File: config.mk
export PLATFORM = sky130hd
export DESIGN_NAME = pattern_target
export DESIGN_NICKNAME = d
export VERILOG_FILES = /design/src/rtl/pattern_target_pkg.sv /design/src/rtl/pattern_target_match.sv /design/src/rtl/pattern_target_seq.sv /design/src/rtl/pattern_target.sv
export SDC_FILE = /design/constraint.sdc
export NUM_CORES = 1
export LEC_CHECK = 0
export ABC_AREA = 0
export BUFFER_PORTS_ARGS = -buffer_cell sky130_fd_sc_hd__buf_2
export CORE_UTILIZATION = 30
export DETAILED_ROUTE_END_ITERATION = 6
export PLACE_DENSITY = 0.75
export SYNTH_ARGS = -nofsm -noshare
export SYNTH_HDL_FRONTEND = slang
export SYNTH_SLANG_ARGS = --single-unit
File: constraint.sdc
create_clock -name clk -period 1.44 [get_ports clk]
set_input_delay 0.072 -clock clk [delete_from_list [all_inputs] [get_ports clk]]
set_output_delay 0.072 -clock clk [all_outputs]
set_load 0.03 [all_outputs]
File: src/rtl/pattern_target_pkg.sv
package pattern_target_pkg;

  typedef enum logic [2:0] {
    PH_IDLE  = 3'd0,
    PH_WAIT1 = 3'd1,
    PH_WAIT2 = 3'd2,
    PH_AACK  = 3'd3,
    PH_XFER  = 3'd4,
    PH_RACK  = 3'd5,
    PH_DONE  = 3'd6
  } phase_t;

  localparam int unsigned NSLOT = 2;

  // Alternating-bit word. When lead_one is set, the odd bits are 1;
  // otherwise the even bits are 1.
  function automatic logic [63:0] alt_word(input logic lead_one);
    logic [63:0] w;
    for (int i = 0; i < 64; i++) begin
      w[i] = lead_one ? (i % 2 == 1) : (i % 2 == 0);
    end
    return w;
  endfunction

endpackage

File: src/rtl/pattern_target_match.sv
module pattern_target_match #(
  parameter int unsigned     AW     = 32,
  parameter logic [AW-1:0]   ADDR_A = '0,
  parameter logic [AW-1:0]   ADDR_B = AW'(4)
) (
  input  logic                                  req,
  input  logic                                  rd,
  input  logic [AW-1:0]                         addr,
  output logic [pattern_target_pkg::NSLOT-1:0]  hit
);
  localparam int unsigned NS = pattern_target_pkg::NSLOT;
  localparam logic [AW-1:0] SLOT_ADDR [NS] = '{ADDR_A, ADDR_B};

  logic rd_cycle;
  assign rd_cycle = req & rd;

  for (genvar s = 0; s < NS; s++) begin : g_cmp
    assign hit[s] = rd_cycle && (addr == SLOT_ADDR[s]);
  end
endmodule

File: src/rtl/pattern_target_seq.sv
module pattern_target_seq (
  input  logic clk,
  input  logic rst_n,
  input  logic start,
  output logic idle,
  output logic addr_ack,
  output logic data_en,
  output logic rd_ack,
  output logic done
);
  import pattern_target_pkg::*;

  phase_t ph, ph_nxt;

  always_ff @(posedge clk or negedge rst_n) begin
    if (!rst_n) ph <= PH_IDLE;
    else        ph <= ph_nxt;
  end

  always_comb begin
    ph_nxt = ph;
    unique case (ph)
      PH_IDLE:  if (start) ph_nxt = PH_WAIT1;
      PH_WAIT1: ph_nxt = PH_WAIT2;
      PH_WAIT2: ph_nxt = PH_AACK;
      PH_AACK:  ph_nxt = PH_XFER;
      PH_XFER:  ph_nxt = PH_RACK;
      PH_RACK:  ph_nxt = PH_DONE;
      PH_DONE:  ph_nxt = PH_IDLE;
      default:  ph_nxt = PH_IDLE;
    endcase
  end

  assign idle     = (ph == PH_IDLE);
  assign addr_ack = (ph == PH_AACK);
  assign data_en  = (ph == PH_XFER) || (ph == PH_RACK);
  assign rd_ack   = (ph == PH_RACK);
  assign done     = (ph == PH_DONE);

  AST_WAIT_TWO: assert property (@(posedge clk) disable iff (!rst_n)
    (start && idle) |=> ##2 addr_ack);
  AST_ACK_ONCE: assert property (@(posedge clk) disable iff (!rst_n)
    addr_ack |=> !addr_ack);
  AST_RACK_ORDER: assert property (@(posedge clk) disable iff (!rst_n)
    addr_ack |=> ##1 rd_ack);
  AST_DONE_ORDER: assert property (@(posedge clk) disable iff (!rst_n)
    rd_ack |=> (done && !rd_ack));
  AST_DONE_IDLE: assert property (@(posedge clk) disable iff (!rst_n)
    done |=> (idle && !done));
endmodule

File: src/rtl/pattern_target.sv
module pattern_target #(
  parameter int unsigned   AW     = 32,
  parameter int unsigned   DW     = 32,
  parameter logic [AW-1:0] ADDR_A = '0,
  parameter logic [AW-1:0] ADDR_B = AW'(4)
) (
  input  logic          clk,
  input  logic          rst_n,
  input  logic          bus_req_i,
  input  logic          bus_rd_i,
  input  logic [AW-1:0] bus_addr_i,
  output logic          slv_addr_ack_o,
  output logic [DW-1:0] slv_rdata_o,
  output logic          slv_rd_ack_o,
  output logic          slv_done_o
);
  import pattern_target_pkg::*;

  localparam int unsigned NS = NSLOT;
  localparam logic [63:0] WORD_ODD  = alt_word(1'b1);
  localparam logic [63:0] WORD_EVEN = alt_word(1'b0);
  localparam logic [DW-1:0] SLOT_WORD [NS] = '{WORD_ODD[DW-1:0], WORD_EVEN[DW-1:0]};

  logic [NS-1:0] hit, start, idle, busy, aack, den, rack, done;
  logic          all_idle;
  logic [DW-1:0] slot_data [NS];

  pattern_target_match #(.AW(AW), .ADDR_A(ADDR_A), .ADDR_B(ADDR_B)) u_match (
    .req  (bus_req_i),
    .rd   (bus_rd_i),
    .addr (bus_addr_i),
    .hit  (hit)
  );

  assign all_idle = &idle;
  assign busy     = ~idle;

  for (genvar s = 0; s < NS; s++) begin : g_slot
    assign start[s] = hit[s] & all_idle;
    pattern_target_seq u_seq (
      .clk      (clk),
      .rst_n    (rst_n),
      .start    (start[s]),
      .idle     (idle[s]),
      .addr_ack (aack[s]),
      .data_en  (den[s]),
      .rd_ack   (rack[s]),
      .done     (done[s])
    );
    assign slot_data[s] = den[s] ? SLOT_WORD[s] : '0;
  end

  always_comb begin
    slv_rdata_o = '0;
    for (int s = 0; s < NS; s++) slv_rdata_o = slv_rdata_o | slot_data[s];
  end

  assign slv_addr_ack_o = |aack;
  assign slv_rd_ack_o   = |rack;
  assign slv_done_o     = |done;

  AST_ONE_PATH: assert property (@(posedge clk) disable iff (!rst_n)
    $onehot0(busy));
  AST_DATA_QUIET: assert property (@(posedge clk) disable iff (!rst_n)
    !(|den) |-> (slv_rdata_o == '0));
  AST_MISS_QUIET: assert property (@(posedge clk) disable iff (!rst_n)
    (all_idle && !(|hit)) |=> all_idle);
  AST_BUSY_HOLD: assert property (@(posedge clk) disable iff (!rst_n)
    (!all_idle && !(|done)) |=> !all_idle);
endmodule

Word-level counts from Yosys, hierarchy flattened
Index checks and enable logic that the tools add are counted.
{ "classes": {"n_mux": 6, "eq_ne": 15, "n_bitwise": 4, "reduce_logical": 11} }
{ "op_table": {"columns": ["operator", "count"], "rows": [
  ["one-hot mux 3 bit (6 select lines)", 2],
  ["equality test 32 x 3 -> 1 bit (second input constant)", 1],
  ["logical NOT 32 bit", 1],
  ["two-way mux 32 bit", 1],
  ["OR 32 x 31 -> 32 bit", 1],
  ["two-way mux 31 bit", 1],
  ["equality test 3 bit (second input constant)", 6],
  ["equality test 3 x 2 -> 1 bit (second input constant)", 4],
  ["equality test 3 x 1 -> 1 bit (second input constant)", 2],
  ["logical NOT 3 bit", 2],
  ["two-way mux 3 bit", 2],
  ["OR reduction 2 bit", 3],
  ["inequality test 2 x 1 -> 1 bit (second input constant)", 2],
  ["bitwise AND 1 bit", 3],
  ["logical AND 1 bit", 2],
  ["logical OR 1 bit", 2],
  ["AND reduction 2 bit", 1]
]} }
{ "word_totals": {"reg_bits": 6, "input_bits": 36, "wordCells": 38, "output_inout_bits": 35} }

Longest topological paths before layout
Gate-level depths: netlist (run 1).
{ "depth": {"ltp_word": 5, "mapped_depth": 4, "ltp_nobuf": 4} }

Modules after synthesis
From an unflattened synthesis (run 1), not the netlist that was laid out.
{ "unflattened": {"cells_unflattened": 77, "area_unflattened_um2": 686.9} }
{ "by_module_without_submodules": {"columns": ["module", "area_each_um2", "instances", "seq_area_each_um2", "cells_per_inst"], "rows": [
  ["pattern_target_seq", 157.7, 2, 75.1, 15],
  ["pattern_target", 256.5, 1, 0.0, 35],
  ["pattern_target_match", 115.1, 1, 0.0, 12]
]} }

Worst setup path before layout (run 1)
No wires, ideal clock.
{ "synth_path": {"path_type": "reg2out", "start": "register g_slot[0].u_seq.ph[1]", "end": "output port slv_rd_ack_o", "required_time_ps": 1368, "path_slack_ps": -124, "path_stages_with_launch": 4, "t_arrival_ps": 1492, "n_path_buf": 1, "cell_sequence": "dfrtp_1 -> clkbuf_1 -> nor2_1 -> a22o_1"} }
{ "synth_via": {"elab_chain_cells": 2} }
{ "synth_rtl": {"columns": ["item", "line", "text"], "rows": [
  ["from (decl)", "pattern_target_seq.sv:13", "phase_t ph, ph_nxt;"],
  ["from (signal assigned)", "pattern_target_seq.sv:17", "else ph <= ph_nxt;"],
  ["equality test 3 bit", "pattern_target_seq.sv:37", "assign rd_ack = (ph == PH_RACK);"],
  ["OR reduction 2 bit", "pattern_target.sv:59", "assign slv_rd_ack_o = |rack;"],
  ["to (decl)", "pattern_target.sv:14", "output logic slv_rd_ack_o,"]
]} }
No other way between the ends.

Worst setup path after layout (run 1)
{ "layout_path": {"start": "register g_slot[1].u_seq.ph[1]", "end": "output port slv_rd_ack_o"} }
{ "layout_via": {"elab_chain_cells": 2} }
{ "layout_rtl": {"columns": ["item", "line"], "rows": [
  ["from (decl)", "pattern_target_seq.sv:13"],
  ["from (signal assigned)", "pattern_target_seq.sv:17"],
  ["equality test 3 bit", "pattern_target_seq.sv:37"],
  ["OR reduction 2 bit", "pattern_target.sv:59"]
]} }
No other way between the ends.

==> results.sh, run 1 <==
export IMPL_dp_cells=145
export IMPL_wl_um=1440
export IMPL_slew_violations=0
export IMPL_start_util_pct=32.2
export IMPL_synthTopCellsByCount="buf_4 (32), dfrtp_1 (6), nand2_1 (5)"
export IMPL_cts_root_buf="clkbuf_4"
export IMPL_synthFlopType="dfrtp_1"
export IMPL_whs_endpoint="g_slot[0].u_seq.ph[0]"
export IMPL_grt_antenna_before_repair=0
export IMPL_outcome="finished, final reports clean"
export IMPL_viasPerCell=4.49
export IMPL_switching_share_pct=24.5
export IMPL_crit_required_ns=1.37
export IMPL_start_kind="flip-flop"
export IMPL_timing_rr_start="g_slot[1].u_seq.ph[1]"
export IMPL_min_delay_start="bus_addr_i[2]"
export IMPL_cts_sinks=6
export IMPL_nets=163
export IMPL_nFillCells=190
export IMPL_clkPwrFrac_pct=33.7
export IMPL_die_w_um=47.9
export IMPL_portBuffers=70
export IMPL_grt_pass1_wl_um=1970
export IMPL_reg_largest_list="g_slot.u_seq.ph: 6 flops"
export IMPL_crit_top_cell="buf_6"
export IMPL_die_h_um=47.9
export IMPL_p_comb_share_pct=23.8
export IMPL_min_period_over_period_pct=96.1
export IMPL_max_freq_mhz=722
export IMPL_drive_above_1_share_pct=68.8
export IMPL_synth_xor_area_share_pct=1.39
export IMPL_setup_viol=0
export IMPL_clock_latency_ns=0.24
export IMPL_path_depth=4
export IMPL_rsz0062_at_grt="yes"
export IMPL_cts_path_max_buffers=2
export IMPL_first_pass_iters=4
export IMPL_synthToLayoutAreaGrowth_pct=54.1
export IMPL_yosysTopAreaCellShare_pct=38.0
export IMPL_grt_pass1_vias=552
export IMPL_hp_class="input pin to flip-flop"
export IMPL_yosys_area_top_type="buf_4"
export IMPL_core_rowCount=16
export IMPL_yosysSeqAreaShare_pct=23.8
export IMPL_cts_made_buffers=3
export IMPL_io_pins=71
export IMPL_power_internal_mw=0.342
export IMPL_grt_max_degree=17
export IMPL_yosysMostFrequentCell="buf_4"
export IMPL_fin_setup_tns_ns=0
export IMPL_ys_warnings_count=0
export IMPL_synth_area_mux_share_pct=3.37
export IMPL_critical_path_class="flip-flop to primary output"
export IMPL_remaining_drc_errors=0
export IMPL_antenna_left=0
export IMPL_final_hold_viol_count=0
export IMPL_vdd_drop_max_v=0.000338
export IMPL_cpLargestDelayFamily="flip-flops"
export IMPL_synth_area_top_cells="buf_4 (38%), dfrtp_1 (24%), nand2_1 (3.0%)"
export IMPL_ff2ff_path_depth=4
export IMPL_synth_seq_cells=6
export IMPL_final_setup_skew_ns=0.00800
export IMPL_synth_top_family_by_area="buffers and inverters"
export IMPL_synth_compound_area_share_pct=6.34
export IMPL_routabilityCongestion=0.820
export IMPL_vias=682
export IMPL_slowest_delay_ns=0.36
export IMPL_synth_fp_nets=113
export IMPL_cp_arrival_ns=1.31
export IMPL_stdcell_count=152
export IMPL_synth_edf_count=0
export IMPL_ys_types=26
export IMPL_powerDensity_nw_per_um2=465
export IMPL_largest_reg_flops=6
export IMPL_cp_end_kind="primary output"
export IMPL_p_sw_mw=0.111
export IMPL_relSlewSlack_pct=82.3
export IMPL_netlist_area_um2=632
export IMPL_synth_area_per_cell_um2=8.21
export IMPL_wl_per_cell_um=9.44
export IMPL_worstReg2RegEnd="g_slot[0].u_seq.ph[0]"
export IMPL_htree_num_levels=1
export IMPL_cts_tree="done"
export IMPL_r2r_setup_slack_ns=0.06
export IMPL_core_um2=1960
export IMPL_p_seq_share_pct=42.5
export IMPL_top_register="g_slot.u_seq.ph"
export IMPL_path_cells="buf_6 > and2b_2 > a22o_1 > buf_6"
export IMPL_ys_async_sr_fraction_pct=100
export IMPL_synth_simple_gate_area_share_pct=25.9
export IMPL_cp_slowest_cell="dfrtp_1"
export IMPL_synth_fa_ha_area_share_pct=0
export IMPL_min_path_cells=4
export IMPL_overflow=0
export IMPL_clkTransAtPathRegs_ns=0.05
export IMPL_postSynthCellCount=77
export IMPL_worstPathMaxFanout=4
export IMPL_worst_slew_pin_slew_ns=0.262
export IMPL_grt_usage_pct=12.4
export IMPL_drt_iter0_markers=4
export IMPL_leakagePower_nw=0.553
export IMPL_period_minus_slack_ns=1.38
export IMPL_dp_hpwl_um=1220
export IMPL_maxCapViolations=0
export IMPL_path_buf_inv=2
export IMPL_dieArea_um2=2290
export IMPL_antenna_cells=0
==> cell type report <==
class | count | area (um^2) | share of cell area [%]
clock buffers | 3 | 22.5 | 2.31
multi-input cells | 37 | 249 | 25.6
flip-flops and latches | 6 | 150 | 15.4
well taps | 27 | 33.8 | 3.47
inverters | 1 | 3.75 | 0.386
repair buffers | 78 | 514 | 52.8
==> cells by family (layout without fill, tap and decap cells) <==
family / after synthesis / in the layout
XOR/XNOR: 1 / 1
AO/OA/AOI/OAI: 7 / 7
AND/OR/NAND/NOR: 27 / 27
multiplexers: 2 / 2
flip-flops: 6 / 6
buffers and inverters: 34 / 82
==> power groups by stage <==
stage          logic [mW]  registers (mW)  clock network (mW)
2_1_floorplan      0.0355           0.191                   0
3_3_place_gp       0.0937           0.193                   0
3_5_place_dp       0.0956           0.194                   0
4_1_cts            0.0980           0.192               0.158
5_1_grt             0.118           0.195               0.166
6_report            0.108           0.192               0.153
==> placed cells by master (no fill, tap or decap) <==
cell type and n:
or4_4 2, o21ai_1 1, mux2i_1 1, dfrtp_1 6, mux2_2 1, nand4_1 1, nor2_2 1, nor3_1 3
nand2_1 5, o21ai_0 3, nor2_1 2, o22ai_1 1, buf_6 13, clkbuf_4 4, and3_1 1, nand3_1 2
buf_8 1, a22o_1 1, dlygate4sd3_1 1, nor4b_1 1, buf_4 10, and2b_2 1, nand3b_1 2, or4_1 1
xnor2_1 1, nand2b_1 1, nor4_4 1, buf_2 52, inv_1 1, nor4_1 3, a21oi_1 1
==> worst min-delay path: stages <==
cell and delay (ns):
buf_2 0.09, nor2_1 0.03, nand3_1 0.06, o21ai_1 0.05
==> routing by layer <==
metal  vias to the layer above  routed length (um)  share of wire [%]  GRT usage [%]
li1                        332                   -                  -              -
met1                       283                 525                 37           12.1
met2                        65                 688                 48           25.4
met3                         2                 204                 14           1.51
met4                         0                  16                1.1           5.00
met5                         -                   0                  0              0
==> how the worst max path moves through the flow <==
stage / start / endpoint / slack (ns)
after global placement: g_slot[1].u_seq.ph[1] / g_slot[0].u_seq.ph[0] / 0.08
after floorplan: g_slot[1].u_seq.ph[1] / g_slot[0].u_seq.ph[0] / 0.05
after detailed placement: g_slot[1].u_seq.ph[1] / g_slot[1].u_seq.ph[0] / 0.03
after global routing: g_slot[1].u_seq.ph[1] / g_slot[0].u_seq.ph[0] / -0.06
final: g_slot[1].u_seq.ph[1] / slv_rd_ack_o / 0.06
after CTS: g_slot[1].u_seq.ph[1] / slv_rd_ack_o / 0.001
==> stage by stage <==
| step | util [%] | hold WS [ns] | instance area, um^2 | setup WS (ns) | power, mW |
|---|---|---|---|---|---|
| finish | 49.6 | 0.102 | 973 | 0.0558 | 0.453 |
| floorplan | - | -0.224 | 634 | 0.0497 | 0.226 |
| global placement | 41.0 | -0.100 | 805 | 0.0784 | 0.286 |
| CTS | 44.6 | 0.104 | 875 | 0.00145 | 0.447 |
| global route | 49.6 | 0.144 | 973 | -0.0573 | 0.480 |
| detailed placement | 41.0 | -0.0978 | 805 | 0.0310 | 0.290 |
==> repair_timing <==
action | 4_1_cts | 5_1_grt
endpoints found under the hold margin | 6 | 0
pin swaps | 0 | 1
endpoints found under the setup margin | 12 | 35
hold buffers | 1 | 0
resized for setup | 12 | 28
setup buffers | 1 | 2
cloned | 0 | 0
No activity file was read; power rests on OpenSTA's default activity.
==> run 2, diff against run 1 <==
--- a/config.mk
+++ b/config.mk
@@ -7,6 +7,8 @@
 export LEC_CHECK = 0
 export ABC_AREA = 0
 export BUFFER_PORTS_ARGS = -buffer_cell sky130_fd_sc_hd__buf_2
+export CORE_ASPECT_RATIO = 0.9
+export CORE_MARGIN = 2
 export CORE_UTILIZATION = 30
 export DETAILED_ROUTE_END_ITERATION = 6
 export PLACE_DENSITY = 0.75
==> results.sh, run 2 (same netlist as run 1, synthesis figures left out) <==
export IMPL_fin_total_pwr_mw=0.455
export IMPL_outcome="finished, final reports clean"
export IMPL_worstPathMaxFanout=5
export IMPL_grt_antenna_before_repair=0
export IMPL_fin_setup_tns_ns=0
export IMPL_cts_tree="done"
export IMPL_first_pass_iters=4
export IMPL_relSlewSlack_pct=83.1
export IMPL_worstReg2RegEnd="g_slot[0].u_seq.ph[0]"
export IMPL_min_period_over_period_pct=99.9
export IMPL_portBuffers=70
export IMPL_nets=161
export IMPL_antenna_left=0
export IMPL_largest_reg_flops=6
export IMPL_p_comb_share_pct=22.6
export IMPL_dieArea_um2=2490
export IMPL_power_internal_mw=0.338
export IMPL_synthToLayoutAreaGrowth_pct=52.7
export IMPL_antenna_cells=0
export IMPL_place_area_um2=802
export IMPL_cp_arrival_ns=1.37
export IMPL_drive_above_1_share_pct=69.1
export IMPL_final_hold_viol_count=0
export IMPL_viasPerCell=4.52
export IMPL_reg_largest_list="g_slot.u_seq.ph: 6 flops"
export IMPL_final_cell_mix="buf_2 (52), buf_6 (13), buf_4 (8), dfrtp_1 (6), nand2_1 (5)"
export IMPL_routabilityCongestion=0.742
export IMPL_cp_end_kind="primary output"
export IMPL_grt_pass1_wl_um=2260
export IMPL_core_rowCount=15
export IMPL_path_cells="buf_4 > and2b_2 > a22o_1 > buf_4"
export IMPL_powerDensity_nw_per_um2=472
export IMPL_min_delay_start="bus_addr_i[28]"
export IMPL_multi_input_area_um2=253
export IMPL_whs_ns=0.123
export IMPL_grt_usage_pct=13.2
export IMPL_cts_made_buffers=3
export IMPL_start_kind="flip-flop"
export IMPL_slowest_delay_ns=0.33
export IMPL_period_minus_slack_ns=1.44
export IMPL_min_path_cells=4
export IMPL_p_seq_share_pct=42.1
export IMPL_critPathCapture="slv_rd_ack_o"
export IMPL_dp_hpwl_um=1320
export IMPL_cts_path_max_buffers=2
export IMPL_worst_slew_pin_slew_ns=0.251
export IMPL_maxCapViolations=0
export IMPL_setup_viol=0
export IMPL_p_sw_mw=0.117
export IMPL_clkPwrFrac_pct=35.3
export IMPL_slew_violations=0
export IMPL_stdcell_area_um2=965
export IMPL_crit_start="g_slot[1].u_seq.ph[1]"
export IMPL_timing_rr_start="g_slot[1].u_seq.ph[1]"
export IMPL_rsz0062_at_grt="yes"
export IMPL_grt_max_degree=17
export IMPL_overflow=0
export IMPL_wl_um=1570
export IMPL_nFillCells=186
export IMPL_final_setup_skew_ns=0.00732
export IMPL_switching_share_pct=25.7
export IMPL_final_common_cell="buf_2"
export IMPL_wl_per_cell_um=10.6
export IMPL_leakagePower_nw=0.545
export IMPL_critical_path_class="flip-flop to primary output"
export IMPL_start_util_pct=32.4
export IMPL_die_w_um=52.4
export IMPL_crit_top_cell="buf_4"
export IMPL_clkTransAtPathRegs_ns=0.04
export IMPL_io_pins=71
export IMPL_grt_pass1_vias=577
export IMPL_r2r_setup_slack_ns=0.02
export IMPL_ff_latch_area_um2=150
export IMPL_max_freq_mhz=695
export IMPL_cts_root_buf="clkbuf_4"
export IMPL_crit_required_ns=1.37
export IMPL_top_register="g_slot.u_seq.ph"
export IMPL_htree_num_levels=1
export IMPL_vias=669
export IMPL_cts_sinks=6
export IMPL_ff2ff_path_depth=4
export IMPL_core_um2=1950
export IMPL_die_h_um=47.5
export IMPL_drt_iter0_markers=6
export IMPL_remaining_drc_errors=0
export IMPL_clock_latency_ns=0.25
export IMPL_vdd_drop_max_v=0.000257
export IMPL_cp_slowest_cell="dfrtp_1"
export IMPL_hp_class="input pin to flip-flop"
[run 2: cell types whose count changed in the layout (fill, tap and decap cells not counted), sizes merged]
cell	before	now
buf	76	74
[run 2: layer usage]
layer	vias to the layer above	share of wire [%]	GRT usage (%)
met5	-	0	0
met4	0	1.5	9.23
met3	4	10	4.06
met2	45	58	27.5
met1	291	30	10.6
li1	329	-	-
[run 2: critical path: cells and delay by family (launching register included)]
family                 cells  cell delay (ns)
flip-flops                 1             0.33
buffers and inverters      2             0.30
AO/OA/AOI/OAI              1             0.24
AND/OR/NAND/NOR            1             0.25
[run 2: how the worst min path moves through the flow]
| stage | to | slack [ns] |
|---|---|---|
| 2_1_floorplan | g_slot[0].u_seq.ph[0] | -0.22 |
| 3_3_place_gp | g_slot[1].u_seq.ph[2] | -0.10 |
| 5_1_grt | g_slot[1].u_seq.ph[0] | 0.15 |
| 4_1_cts | g_slot[1].u_seq.ph[0] | 0.12 |
| 6_report | g_slot[1].u_seq.ph[0] | 0.12 |
| 3_5_place_dp | g_slot[1].u_seq.ph[2] | -0.09 |
[run 2: final cells by class]
cell class / instances / share of cell area, %
Timing Repair Buffer: 76 / 52.3
Multi-Input combinational cell: 37 / 26.2
Sequential cell: 6 / 15.6
Tap cell: 25 / 3.24
Clock buffer: 3 / 2.33
Inverter: 1 / 0.389
[run 2: power groups by stage]
| stage | Combinational (mW) | Sequential (mW) | Clock (mW) |
|---|---|---|---|
| finish | 0.103 | 0.192 | 0.160 |
| global route | 0.115 | 0.193 | 0.176 |
| CTS | 0.101 | 0.191 | 0.164 |
| detailed placement | 0.0961 | 0.194 | 0 |
| global placement | 0.0912 | 0.193 | 0 |
| floorplan | 0.0355 | 0.191 | 0 |
[run 2: through the flow]
step                instances  util, %  worst slack, ns
finish                    148     49.4          0.00215
global route              148     49.4          -0.0812
CTS                       147     45.3          -0.0348
detailed placement        143     41.1          -0.0446
global placement          143     41.1           0.0660
floorplan                  77        -           0.0497
[run 2: timing repair]
item | in CTS | in global routing
buffers inserted | 0 | 1
hold endpoints to repair | 6 | 0
endpoints found under the setup margin | 16 | 35
gates resized for setup | 17 | 21
hold buffers | 1 | 0
